===== config.mk =====
export PLATFORM = sky130hd
export DESIGN_NAME = dram_refresh_sched
export DESIGN_NICKNAME = d
export VERILOG_FILES = /design/src/rtl/dref_pkg.sv /design/src/rtl/dref_tick.sv /design/src/rtl/dref_debt.sv /design/src/rtl/dref_row.sv /design/src/rtl/dram_refresh_sched.sv
export SDC_FILE = /design/constraint.sdc
export NUM_CORES = 1
export LEC_CHECK = 0
export BUFFER_PORTS_ARGS = -buffer_cell sky130_fd_sc_hd__buf_2
export CORE_MARGIN = 8
export CORE_UTILIZATION = 50
export CTS_CLUSTER_DIAMETER = 80
export DETAILED_ROUTE_END_ITERATION = 10
export PLACE_DENSITY = 0.78
export REMOVE_ABC_BUFFERS = 1
export SLEW_MARGIN = 30
export SYNTH_ARGS = -nofsm -noshare
export SYNTH_HDL_FRONTEND = slang
export SYNTH_SLANG_ARGS = --single-unit

===== constraint.sdc =====
create_clock -name clk_i -period 3.48 [get_ports clk_i]
set_input_delay 0.174 -clock clk_i [delete_from_list [all_inputs] [get_ports clk_i]]
set_output_delay 0.174 -clock clk_i [all_outputs]
set_load 0.05 [all_outputs]

===== src/rtl/dref_pkg.sv =====
package dref_pkg;
  typedef enum logic [1:0] {PH_PAUSE, PH_WARM, PH_RUN} phase_e;

  // Retention period in ms for the row-width variant
  function automatic int ret_ms(input int row_bits);
    return (row_bits == 12) ? 64 : 32;
  endfunction
endpackage


===== src/rtl/dref_tick.sv =====
module dref_tick #(
  parameter int LIMIT = 16,
  localparam int CW = $clog2(LIMIT + 1)
) (
  input  logic clk_i,
  input  logic rst_ni,
  input  logic en_i,
  output logic tick_o
);
  logic [CW-1:0] cnt_q;
  logic          last;

  assign last   = (cnt_q == CW'(LIMIT - 1));
  assign tick_o = en_i && last;

  always_ff @(posedge clk_i or negedge rst_ni) begin
    if (!rst_ni)        cnt_q <= '0;
    else if (!en_i)     cnt_q <= '0;
    else if (last)      cnt_q <= '0;
    else                cnt_q <= cnt_q + 1'b1;
  end

  a_r4_cnt_range: assert property (@(posedge clk_i) disable iff (!rst_ni)
    cnt_q < CW'(LIMIT));
endmodule


===== src/rtl/dref_debt.sv =====
module dref_debt #(
  parameter int MAX = 8,
  localparam int W = $clog2(MAX + 1)
) (
  input  logic         clk_i,
  input  logic         rst_ni,
  input  logic         inc_i,
  input  logic         dec_i,
  output logic [W-1:0] debt_o,
  output logic         full_o
);
  logic [W-1:0] debt_q;

  always_ff @(posedge clk_i or negedge rst_ni) begin
    if (!rst_ni) debt_q <= '0;
    else if (inc_i && !dec_i && debt_q != W'(MAX)) debt_q <= debt_q + 1'b1;
    else if (dec_i && !inc_i && debt_q != '0)     debt_q <= debt_q - 1'b1;
  end

  assign debt_o = debt_q;
  assign full_o = (debt_q == W'(MAX));

  a_r5_debt_cap: assert property (@(posedge clk_i) disable iff (!rst_ni)
    debt_q <= W'(MAX));
  a_r8_debt_step: assert property (@(posedge clk_i) disable iff (!rst_ni)
    (debt_q != $past(debt_q)) |->
      (debt_q == $past(debt_q) + 1'b1) || (debt_q + 1'b1 == $past(debt_q)));
endmodule


===== src/rtl/dref_row.sv =====
module dref_row #(
  parameter int W = 12
) (
  input  logic         clk_i,
  input  logic         rst_ni,
  input  logic         adv_i,
  output logic [W-1:0] row_o
);
  always_ff @(posedge clk_i or negedge rst_ni) begin
    if (!rst_ni)    row_o <= '0;
    else if (adv_i) row_o <= row_o + 1'b1;  // wraps at 2**W
  end
endmodule


===== src/rtl/dram_refresh_sched.sv =====
module dram_refresh_sched
  import dref_pkg::*;
#(
  parameter int ROW_BITS = 12,
  parameter int CLK_KHZ  = 100000,
  parameter int PAUSE_US = 200,
  parameter int WARM_CNT = 8,
  parameter int DEBT_MAX = 8,
  localparam int DEBT_W  = $clog2(DEBT_MAX + 1)
) (
  input  logic                clk_i,
  input  logic                rst_ni,
  input  logic                ack_i,
  output logic                req_o,
  output logic                urgent_o,
  output logic                init_done_o,
  output logic [DEBT_W-1:0]   debt_o,
  output logic [ROW_BITS-1:0] row_o
);
  localparam int PAUSE_CYC = CLK_KHZ * PAUSE_US / 1000;
  localparam int IVL       = CLK_KHZ * ret_ms(ROW_BITS) / (1 << ROW_BITS);
  localparam int WW        = $clog2(WARM_CNT + 1);

  phase_e        phase_q;
  logic [WW-1:0] warm_q;
  logic          pause_tick, ivl_tick, hs, run, debt_full;

  assign run = (phase_q == PH_RUN);
  assign hs  = req_o && ack_i;

  dref_tick #(.LIMIT(PAUSE_CYC)) u_pause (
    .clk_i(clk_i), .rst_ni(rst_ni), .en_i(phase_q == PH_PAUSE), .tick_o(pause_tick));

  dref_tick #(.LIMIT(IVL)) u_ivl (
    .clk_i(clk_i), .rst_ni(rst_ni), .en_i(run), .tick_o(ivl_tick));

  dref_debt #(.MAX(DEBT_MAX)) u_debt (
    .clk_i(clk_i), .rst_ni(rst_ni), .inc_i(ivl_tick), .dec_i(hs && run),
    .debt_o(debt_o), .full_o(debt_full));

  dref_row #(.W(ROW_BITS)) u_row (
    .clk_i(clk_i), .rst_ni(rst_ni), .adv_i(hs), .row_o(row_o));

  always_ff @(posedge clk_i or negedge rst_ni) begin
    if (!rst_ni) begin
      phase_q <= PH_PAUSE;
      warm_q  <= '0;
    end else begin
      unique case (phase_q)
        PH_PAUSE: if (pause_tick) phase_q <= PH_WARM;
        PH_WARM: if (hs) begin
          warm_q <= warm_q + 1'b1;
          if (warm_q == WW'(WARM_CNT - 1)) phase_q <= PH_RUN;
        end
        default: ;
      endcase
    end
  end

  assign req_o       = (phase_q == PH_WARM) || (run && debt_o != '0);
  assign urgent_o    = run && debt_full;
  assign init_done_o = run;

  a_r2_quiet_pause: assert property (@(posedge clk_i) disable iff (!rst_ni)
    (phase_q == PH_PAUSE) |-> !req_o);
  a_r3_init_after_hs: assert property (@(posedge clk_i) disable iff (!rst_ni)
    $rose(init_done_o) |-> $past(hs));
  a_r6_urgent_req: assert property (@(posedge clk_i) disable iff (!rst_ni)
    urgent_o |-> req_o);
  a_r7_stray_ack: assert property (@(posedge clk_i) disable iff (!rst_ni)
    (ack_i && !req_o) |=> $stable(row_o));
  a_r9_row_step: assert property (@(posedge clk_i) disable iff (!rst_ni)
    hs |=> (row_o == $past(row_o) + 1'b1));
endmodule


==> results of run 1 <==
==> cell type report <==
cell class                      count  area, um^2
Fill cell                         396        2027
Sequential cell                    48        1201
Multi-Input combinational cell    169        1112
Timing Repair Buffer               22       117.6
Clock buffer                        6       82.58
Tap cell                           54       67.56
Inverter                            3       11.26
Clock inverter                      2       10.01
==> worst max path at each step <==
stage	cells past startpoint	to	slack [ns]
2_1_floorplan	10	u_debt.debt_o[3]	0.84
6_report	10	u_debt.debt_o[3]	0.84
5_1_grt	10	u_debt.debt_o[3]	0.66
3_5_place_dp	10	u_debt.debt_o[3]	0.89
3_3_place_gp	10	u_debt.debt_o[3]	0.97
4_1_cts	10	u_debt.debt_o[3]	0.86
==> worst max-delay path: stages (launching register included) <==
cell	delay, ns
dfrtp_1	0.44
nor4_4	0.30
and4_4	0.27
and3_4	0.18
nand2_1	0.11
ha_1	0.34
a21oi_1	0.14
nand2_1	0.12
o21ai_0	0.15
or4b_1	0.44
nand2_1	0.07
==> state kept, by name (all words and copies together) (netlist names) <==
| name | flops |
|---|---|
| u_pause.cnt_q | 15 |
| u_row.row_o | 12 |
| u_ivl.cnt_q | 11 |
| u_debt.debt_o | 4 |
| warm_q | 4 |
| phase_q | 2 |
==> layout by cell type, fill, tap and decap left out, drive strengths merged <==
| cell type | n |
|---|---|
| nand3 | 15 |
| clkinv | 2 |
| nand4 | 10 |
| fa | 1 |
| o311ai | 1 |
| buf | 21 |
| nor2 | 36 |
| clkbuf | 6 |
| and4 | 4 |
| dfrtp | 48 |
| mux2 | 3 |
| o21ai | 3 |
| or2b | 1 |
| nor4 | 3 |
| xor2 | 17 |
| dlygate4sd3 | 1 |
| and3 | 11 |
| nand4b | 1 |
| nand4bb | 1 |
| nand2 | 21 |
| xnor2 | 21 |
| inv | 3 |
| or4b | 1 |
| a21oi | 2 |
| nand2b | 3 |
| o21a | 1 |
| and4b | 1 |
| ha | 7 |
| and2 | 1 |
| nor3 | 4 |
==> power by group through the flow <==
stage                     Sequential, mW  Combinational (mW)  Clock (mW)
final                              0.558              0.0143       0.331
after global routing               0.558              0.0178       0.359
after CTS                          0.558              0.0154       0.341
after detailed placement           0.569              0.0146           0
after global placement             0.569              0.0140           0
after floorplan                    0.570             0.00101           0
==> layer usage <==
layer	track usage, %	vias up	wire [um]
met5	0	-	0
met4	4.207	0	65
met3	4.390	7	189
met2	20.56	23	1958
met1	14.19	804	1822
li1	-	814	-
==> metrics by stage <==
stage	util [%]	worst slack, ns	hold slack, ns	instances
global route	56.22	0.6577	0.2776	304
global placement	53.95	0.9724	0.4134	295
CTS	56.22	0.8579	0.2536	304
detailed placement	54.00	0.8854	0.2249	295
floorplan	-	0.8403	-0.1216	220
finish	56.22	0.8414	0.2695	304
==> logic make-up after synthesis <==
family          Yosys count  synth area share [%]
mux                       3                 1.445
flops                    48                 51.39
fa+ha+maj                 8                 4.604
buf+inv                   6                 1.017
simple gates            113                 25.38
compound gates            7                 1.927
xor+xnor                 38                 14.24
==> summary.md, run 1 <==
| Metric | Value |
|---|---|
| Count leader, synth | dfrtp_1 |
| Worst setup path start | u_ivl.cnt_q[7] |
| Antenna Violating Nets Remaining | 0 |
| Clock H-tree levels | 2 |
| Comb power frac | 1.6% |
| Hold path depth | 3 |
| Final net count | 260 |
| Chip Height | 84.37 um |
| 1st-iter DRT viols | 106 |
| Fraction of layout instances using a drive strength above 1 | 14.80% |
| RSZ-0062 raised after global routing | no |
| Critical Setup Path Class | flop to flop |
| DP Area | 2500 um^2 |
| Clock Power Share | 36.6% |
| Power Total | 903.3 uW |
| Ys Warns | 0 |
| CP Launch Type | flop |
| R2R cell count | 10 |
| Leakage | 1.258 nW |
| Worst path arrival time | 2.87 ns |
| Grt total ovfl | 0 |
| Crit path max fanout | 4 |
| Switch share | 20.42% |
| Internal | 718.9 uW |
| Clk sinks | 48 |
| Max-slew violations | 0 |
| Fin area | 2603 um^2 |
| Run status | completed |
| Fin crit share | 75.82% |
| Net load switching power | 184.5 uW |
| Post-synth ARST share | 100.0% |
| Distinct cells, synth | 35 |
| IO Pins | 22 |
| Post-CTS Setup Inserts | 0 |
| Sequential share of power | 61.8% |
| First-pass GRT wire length | 7251 um |
| Clock buffer depth | 2 |
| Avg Cell Area, Syn | 10.48 um^2 |
| Reg-to-reg critical path startpoint | u_ivl.cnt_q[7] |
| Post-cts sizing count | 0 |
| Clk slew on worst S/H paths | 0.09 ns |
| Final Hold Fails | 0 |
| CP Capture Type | flop |
| CTS tree | built |
| Synth area leader | dfrtp_1 |
| Die Wd | 84.37 um |
| DR WL/cell | 13.27 um |
| Die area | 7118 um^2 |
| Cell area power density | 347.1 nW/um^2 |
| Max VDD drop | 0.2057 mV |
| Final Setup Violations | 0 |
| Mapped Area | 2337 um^2 |
| Avg Vias per Cell | 5.421 |
| Layout area overhead | 11.35% |
| Core Footprint | 4629 um^2 |
| WHS Endpoint | u_row.row_o[0] |
| Detailed Place HPWL | 2933 um |
| Top cells by area, synth | dfrtp_1 51%, xnor2_1 7.9%, xor2_1 6.4% |
| Wirelength, routed | 4035 um |
| Post-synth top cells | 48 x dfrtp_1, 36 x nor2_1, 21 x nand2_1, 21 x xnor2_1, 17 x xor2_1 |
| Total negative slack | 0 ns |
| RR Endpoint | u_debt.debt_o[3] |
| Root Buffer | clkbuf_8 |
| Synth Register Bits | 48 |
| GRT Util Overall | 12.29% |
| EDFF count, synth | 0 |
| Final min period | 2.639 ns |
| Worst path required time | 3.71 ns |
| Hold path startpoint | ack_i |
| Vias in the first global route | 1658 |
| Port buffer count | 21 |
| Diode count | 0 |
| Antenna violations before repair | 0 |
| Max-Cap Viols | 0 |
| Synth Flop Type | dfrtp_1 |
| Fmax achieved | 379.0 MHz |
| Sequential share of the synthesized area | 51.39% |
| Clock Skew | 0.009593 ns |
| Largest net degree at the start of global routing | 49 |
| CTS Hold Buffers Added | 1 |
| Via count | 1648 |
| TritonRoute pass-1 iters | 4 |
| R2r setup slk | 0.84 ns |
| Top cell type's share of synthesized area | 51.39% |
| Initial cell density of the core | 50.49% |
| Clk Latency, worst-skew pair | 0.30 ns |
| Placement Rows | 25 |
| DRC errors left | 0 |
| Worst Tran Pin Value | 0.5780 ns |
| Class of the worst hold path | input port to flop |
| Rel. slew slack | 61.47% |
| Syn Inst Count | 223 |
| Cts bufs inserted | 5 |
| Gpl congestion | 0.7914 |
(Power assumes the default switching activity.)
==> run 2: changes to the inputs <==
PLACE_DENSITY = 0.81   (was 0.78)
clock period = 2.3 ns   (was 3.48 ns; I/O delays follow)
==> summary.md, run 2 (synthesis results as in run 1) <==
| Metric | Value |
|---|---|
| Avg Vias per Cell | 5.240 |
| Final cell count without fillers | 329 |
| Vias in the first global route | 1819 |
| Run status | finished, violations left |
| Max-slew violations | 0 |
| CTS tree | built |
| Antenna violations before repair | 0 |
| Placement Rows | 25 |
| R2R cell count | 9 |
| Clock Power Share | 42.4% |
| Port buffer count | 21 |
| Max VDD drop | 0.3887 mV |
| Worst path arrival time | 2.53 ns |
| Final Hold Fails | 0 |
| TritonRoute pass-1 iters | 4 |
| Layout area overhead | 22.22% |
| 1st-iter DRT viols | 59 |
| Crit path max fanout | 3 |
| Initial cell density of the core | 50.49% |
| Internal | 1.205 mW |
| Grt total ovfl | 0 |
| Antenna Violating Nets Remaining | 0 |
| R2r setup slk | -0.04 ns |
| Cts bufs inserted | 5 |
| GRT busiest layer | met2 |
| Cell area power density | 528.5 nW/um^2 |
| Class of the worst hold path | input port to flop |
| Rel. slew slack | 71.76% |
| Clk slew on worst S/H paths | 0.09 ns |
| GR Util met1 | 15.57% |
| Leakage | 1.423 nW |
| DRC errors left | 0 |
| Largest net degree at the start of global routing | 22 |
| CP Launch Type | flop |
| Register with the most flip-flops | u_pause.cnt_q |
| Root Buffer | clkbuf_8 |
| Wirelength, routed | 4559 um |
| Comb power frac | 1.6% |
| Commonest non-fill, non-tap cells in the layout | 48 x dfrtp_1, 36 x nor2_1, 24 x buf_4, 21 x xnor2_1, 21 x buf_2 |
| Clock buffer depth | 2 |
| Net load switching power | 304.9 uW |
| Footprint of the multi-input gates | 1149 um^2 |
| Placed instance count | 318 |
| Diode count | 0 |
| Final min period | 2.336 ns |
| Reg-to-reg critical path startpoint | u_ivl.cnt_q[7] |
| DR WL/cell | 13.86 um |
| Power Total | 1.510 mW |
| CP Capture Type | flop |
| Detailed Place HPWL | 3365 um |
| First-pass GRT wire length | 7962 um |
| Fill count | 401 |
| Fin crit share | 101.6% |
| Clk sinks | 48 |
| Core Footprint | 4629 um^2 |
| CP endpoint | u_debt.debt_o[2] |
| Met2 Use GR | 23.14% |
| Top flop regs | u_pause.cnt_q x15, u_row.row_o x12, u_ivl.cnt_q x11 |
| RR Endpoint | u_debt.debt_o[2] |
| Reg area | 1201 um^2 |
| GRT Util Overall | 13.71% |
| Final Setup Violations | 2 |
| Clk Latency, worst-skew pair | 0.31 ns |
| Switch share | 20.20% |
| Worst setup margin | -0.03636 ns |
| Fraction of layout instances using a drive strength above 1 | 25.09% |
| Via count | 1724 |
| Worst Tran Pin Value | 0.4198 ns |
| Worst path required time | 2.49 ns |
| Fmax achieved | 428.0 MHz |
| Critical Setup Path Class | flop to flop |
| Final net count | 285 |
| Die area | 7118 um^2 |
| Total negative slack | -0.07189 ns |
| Worst setup path start | u_ivl.cnt_q[7] |
| Chip Height | 84.37 um |
| Gpl congestion | 0.7727 |
| DP Area | 2670 um^2 |
| Max-Cap Viols | 0 |
| IO Pins | 22 |
| Fin area | 2856 um^2 |
| Most common cell after layout, fill and taps aside | dfrtp_1 |
| Die Wd | 84.37 um |
| Clock H-tree levels | 2 |
| Util after Layout | 61.70% |
| Failing checks | setup timing |
| Met3 usage | 5.268% |
| Sequential share of power | 56.0% |
| Clock Skew | 0.006958 ns |
| RSZ-0062 raised after global routing | yes |
| Largest register FFs | 15 |
[run 2: layout make-up]
class	instances	share of cell area, %
clock buffers	6	2.891
clock inverters	2	1.358
inverters	3	0.3942
multi-input cells	169	40.21
flip-flops and latches	48	42.05
well taps	54	2.365
repair buffers	47	10.73
[run 2: worst min path at each step]
| stage | from | to | slack, ns | cells past startpoint |
|---|---|---|---|---|
| 2_1_floorplan | rst_ni | phase_q[0] | -0.18 | 0 |
| 5_1_grt | ack_i | u_row.row_o[0] | 0.20 | 3 |
| 3_3_place_gp | rst_ni | u_pause.cnt_q[12] | 0.008 | 1 |
| 4_1_cts | ack_i | u_row.row_o[0] | 0.18 | 3 |
| 3_5_place_dp | rst_ni | u_pause.cnt_q[12] | 0.01 | 1 |
| 6_report | ack_i | u_row.row_o[0] | 0.19 | 3 |
[run 2: worst max-delay path, stage by stage (launching register included)]
cell	delay, ns
dfrtp_1	0.41
nor4_4	0.30
and4_4	0.25
and3_4	0.19
nand2_4	0.07
buf_4	0.14
buf_6	0.10
fa_2	0.34
xor2_1	0.16
mux2_4	0.26
[run 2: what timing repair did]
item	in CTS	in global routing
buffers inserted	1	1
setup endpoints to repair	1	2
hold endpoints to repair	11	0
gates resized for setup	6	5
hold buffers	1	0
pin swaps	3	4
[run 2: routing by layer]
layer / part of all wire, % / vias to the layer above
met2: 48 / 22
met1: 46 / 832
li1: - / 863
met4: 0.97 / 0
met3: 5.5 / 7
met5: 0 / -
[run 2: power by group through the flow]
stage | logic, mW | registers (mW) | clock network (mW)
final | 0.0242 | 0.845 | 0.641
after global routing | 0.0291 | 0.845 | 0.690
after CTS | 0.0258 | 0.845 | 0.660
after detailed placement | 0.0247 | 0.862 | 0
after global placement | 0.0239 | 0.862 | 0
after floorplan | 0.00153 | 0.862 | 0
[run 2: through the flow]
| step | hold slack, ns | setup WS [ns] |
|---|---|---|
| after floorplan | -0.1806 | -0.3397 |
| after global placement | 0.008235 | -0.08117 |
| after detailed placement | 0.009820 | -0.2024 |
| after CTS | 0.1793 | -0.05321 |
| after global routing | 0.1979 | -0.1938 |
| final | 0.1867 | -0.03636 |
==> run 3: changes to the inputs <==
BUFFER_PORTS_ARGS = -buffer_cell sky130_fd_sc_hd__buf_4   (was -buffer_cell sky130_fd_sc_hd__buf_2)
==> summary.md, run 3 (synthesis results as in run 1) <==
| Metric | Value |
|---|---|
| Run status | finished, violations left |
| Failing checks | setup timing |
| Diode count | 0 |
| Detailed Place HPWL | 3337 um |
| Chip Height | 84.37 um |
| Clock Skew | 0.006484 ns |
| Max VDD drop | 0.3987 mV |
| Most common cell after layout, fill and taps aside | dfrtp_1 |
| Largest net degree at the start of global routing | 49 |
| Port buffer count | 21 |
| Clk Latency, worst-skew pair | 0.30 ns |
| Total negative slack | -0.05282 ns |
| Root Buffer | clkbuf_8 |
| CP Launch Type | flop |
| Cell area power density | 504.9 nW/um^2 |
| Fmax achieved | 425.0 MHz |
| Fill count | 379 |
| DR WL/cell | 14.25 um |
| Initial cell density of the core | 50.49% |
| Wirelength, routed | 4646 um |
| Vias in the first global route | 1798 |
| Footprint of the multi-input gates | 1166 um^2 |
| Placement Rows | 25 |
| Critical Setup Path Class | flop to flop |
| Die Wd | 84.37 um |
| Cts bufs inserted | 5 |
| Fin area | 2887 um^2 |
| Core Footprint | 4629 um^2 |
| Reg area | 1201 um^2 |
| IO Pins | 22 |
| Worst Tran Pin Value | 0.5913 ns |
| Antenna Violating Nets Remaining | 0 |
| Final Setup Violations | 1 |
| Commonest non-fill, non-tap cells in the layout | 48 x dfrtp_1, 43 x buf_4, 36 x nor2_1, 21 x xnor2_1, 19 x nand2_1 |
| RSZ-0062 raised after global routing | yes |
| Top Metal Used | met4 |
| Met2 wire len | 2307 um |
| DP Area | 2700 um^2 |
| Max-Cap Viols | 0 |
| Placed instance count | 315 |
| Gpl congestion | 0.7731 |
| Fin crit share | 102.3% |
| Rel. slew slack | 60.58% |
| GRT Util Overall | 13.93% |
| Met1 Routed Length | 2044 um |
| CTS tree | built |
| Final cell count without fillers | 326 |
| Clock H-tree levels | 2 |
| Crit path max fanout | 3 |
| Worst path required time | 2.54 ns |
| DRC errors left | 0 |
| Via count | 1762 |
| Clk sinks | 48 |
| Worst path arrival time | 2.59 ns |
| Largest register FFs | 15 |
| CP Capture Type | flop |
| Max-slew violations | 0 |
| Clk slew on worst S/H paths | 0.09 ns |
| Final net count | 282 |
| Leakage | 1.396 nW |
| Fraction of layout instances using a drive strength above 1 | 23.90% |
| Grt total ovfl | 0 |
| Die area | 7118 um^2 |
| DR WL met3 | 216 um |
| Layout area overhead | 23.50% |
| TritonRoute pass-1 iters | 5 |
| Antenna violations before repair | 0 |
| Top flop regs | u_pause.cnt_q x15, u_row.row_o x12, u_ivl.cnt_q x11 |
| Class of the worst hold path | input port to flop |
| Power Total | 1.457 mW |
| Clock buffer depth | 2 |
| 1st-iter DRT viols | 73 |
| Final Hold Fails | 0 |
| Register with the most flip-flops | u_pause.cnt_q |
| Worst setup margin | -0.05282 ns |
| Avg Vias per Cell | 5.405 |
| First-pass GRT wire length | 8086 um |
| Util after Layout | 62.35% |
| Final min period | 2.353 ns |
## run 3: cell count changes in the layout (fill, tap and decap cells not counted), sizes merged
cell | previous run | this run
buf | 46 | 43
## run 3: routing by layer
metal | global-route usage (%) | vias up
met5 | 0 | -
met4 | 5.016 | 0
met3 | 3.805 | 9
met2 | 23.93 | 31
met1 | 16.18 | 862
li1 | - | 860
## run 3: timing repair
action                                  4_1_cts  5_1_grt
hold endpoints to repair                     48        0
endpoints found under the setup margin        1        2
pin swaps                                     4        3
hold buffers                                  1        0
buffers inserted                              2        0
resized for setup                             8        3
## run 3: worst max-delay path, cell delays in order, from the launching register on
cell     delay [ns]
dfrtp_1        0.41
nor4_4         0.31
and4_4         0.26
and3_4         0.19
nand2_4        0.07
ha_4           0.24
a21oi_4        0.12
nand2_2        0.08
o21ai_1        0.10
or4b_1         0.44
nand2_1        0.08
## run 3: final timing paths
| path | cells past startpoint | end | slack [ns] | from |
|---|---|---|---|---|
| worst min-delay path | 3 | u_row.row_o[0] | 0.18 | ack_i |
| worst max-delay path | 10 | u_debt.debt_o[3] | -0.05 | u_ivl.cnt_q[7] |
| worst max register to register | 10 | u_debt.debt_o[3] | -0.05 | u_ivl.cnt_q[7] |
| max in group asynchronous | 2 | u_ivl.cnt_q[9] | 1.54 | rst_ni |
| worst min register to register | 1 | warm_q[3] | 0.47 | warm_q[3] |
| min in group asynchronous | 2 | u_pause.cnt_q[9] | 0.37 | rst_ni |
## run 3: final cells by class
cell class                 count  area share, %
multi-input combinational    169          40.40
timing repair buffer          44          11.53
clock inverter                 2          1.214
sequential                    48          41.61
tap                           54          2.341
clock buffer                   6          2.514
inverter                       3         0.3901
## run 3: where the power goes
part	internal, mW	leakage [nW]	switching [mW]
clock network	0.323	0.0552	0.267
registers	0.844	0.654	0.000956
logic	0.00434	0.687	0.0183
total	1.17	1.40	0.287
## run 3: stage by stage
step	hold WS, ns	setup WS (ns)
3_3_place_gp	0.1608	-0.08370
2_1_floorplan	-0.1806	-0.3397
6_report	0.1770	-0.05282
4_1_cts	0.1706	-0.07811
5_1_grt	0.1981	-0.1280
3_5_place_dp	0.1687	-0.1840
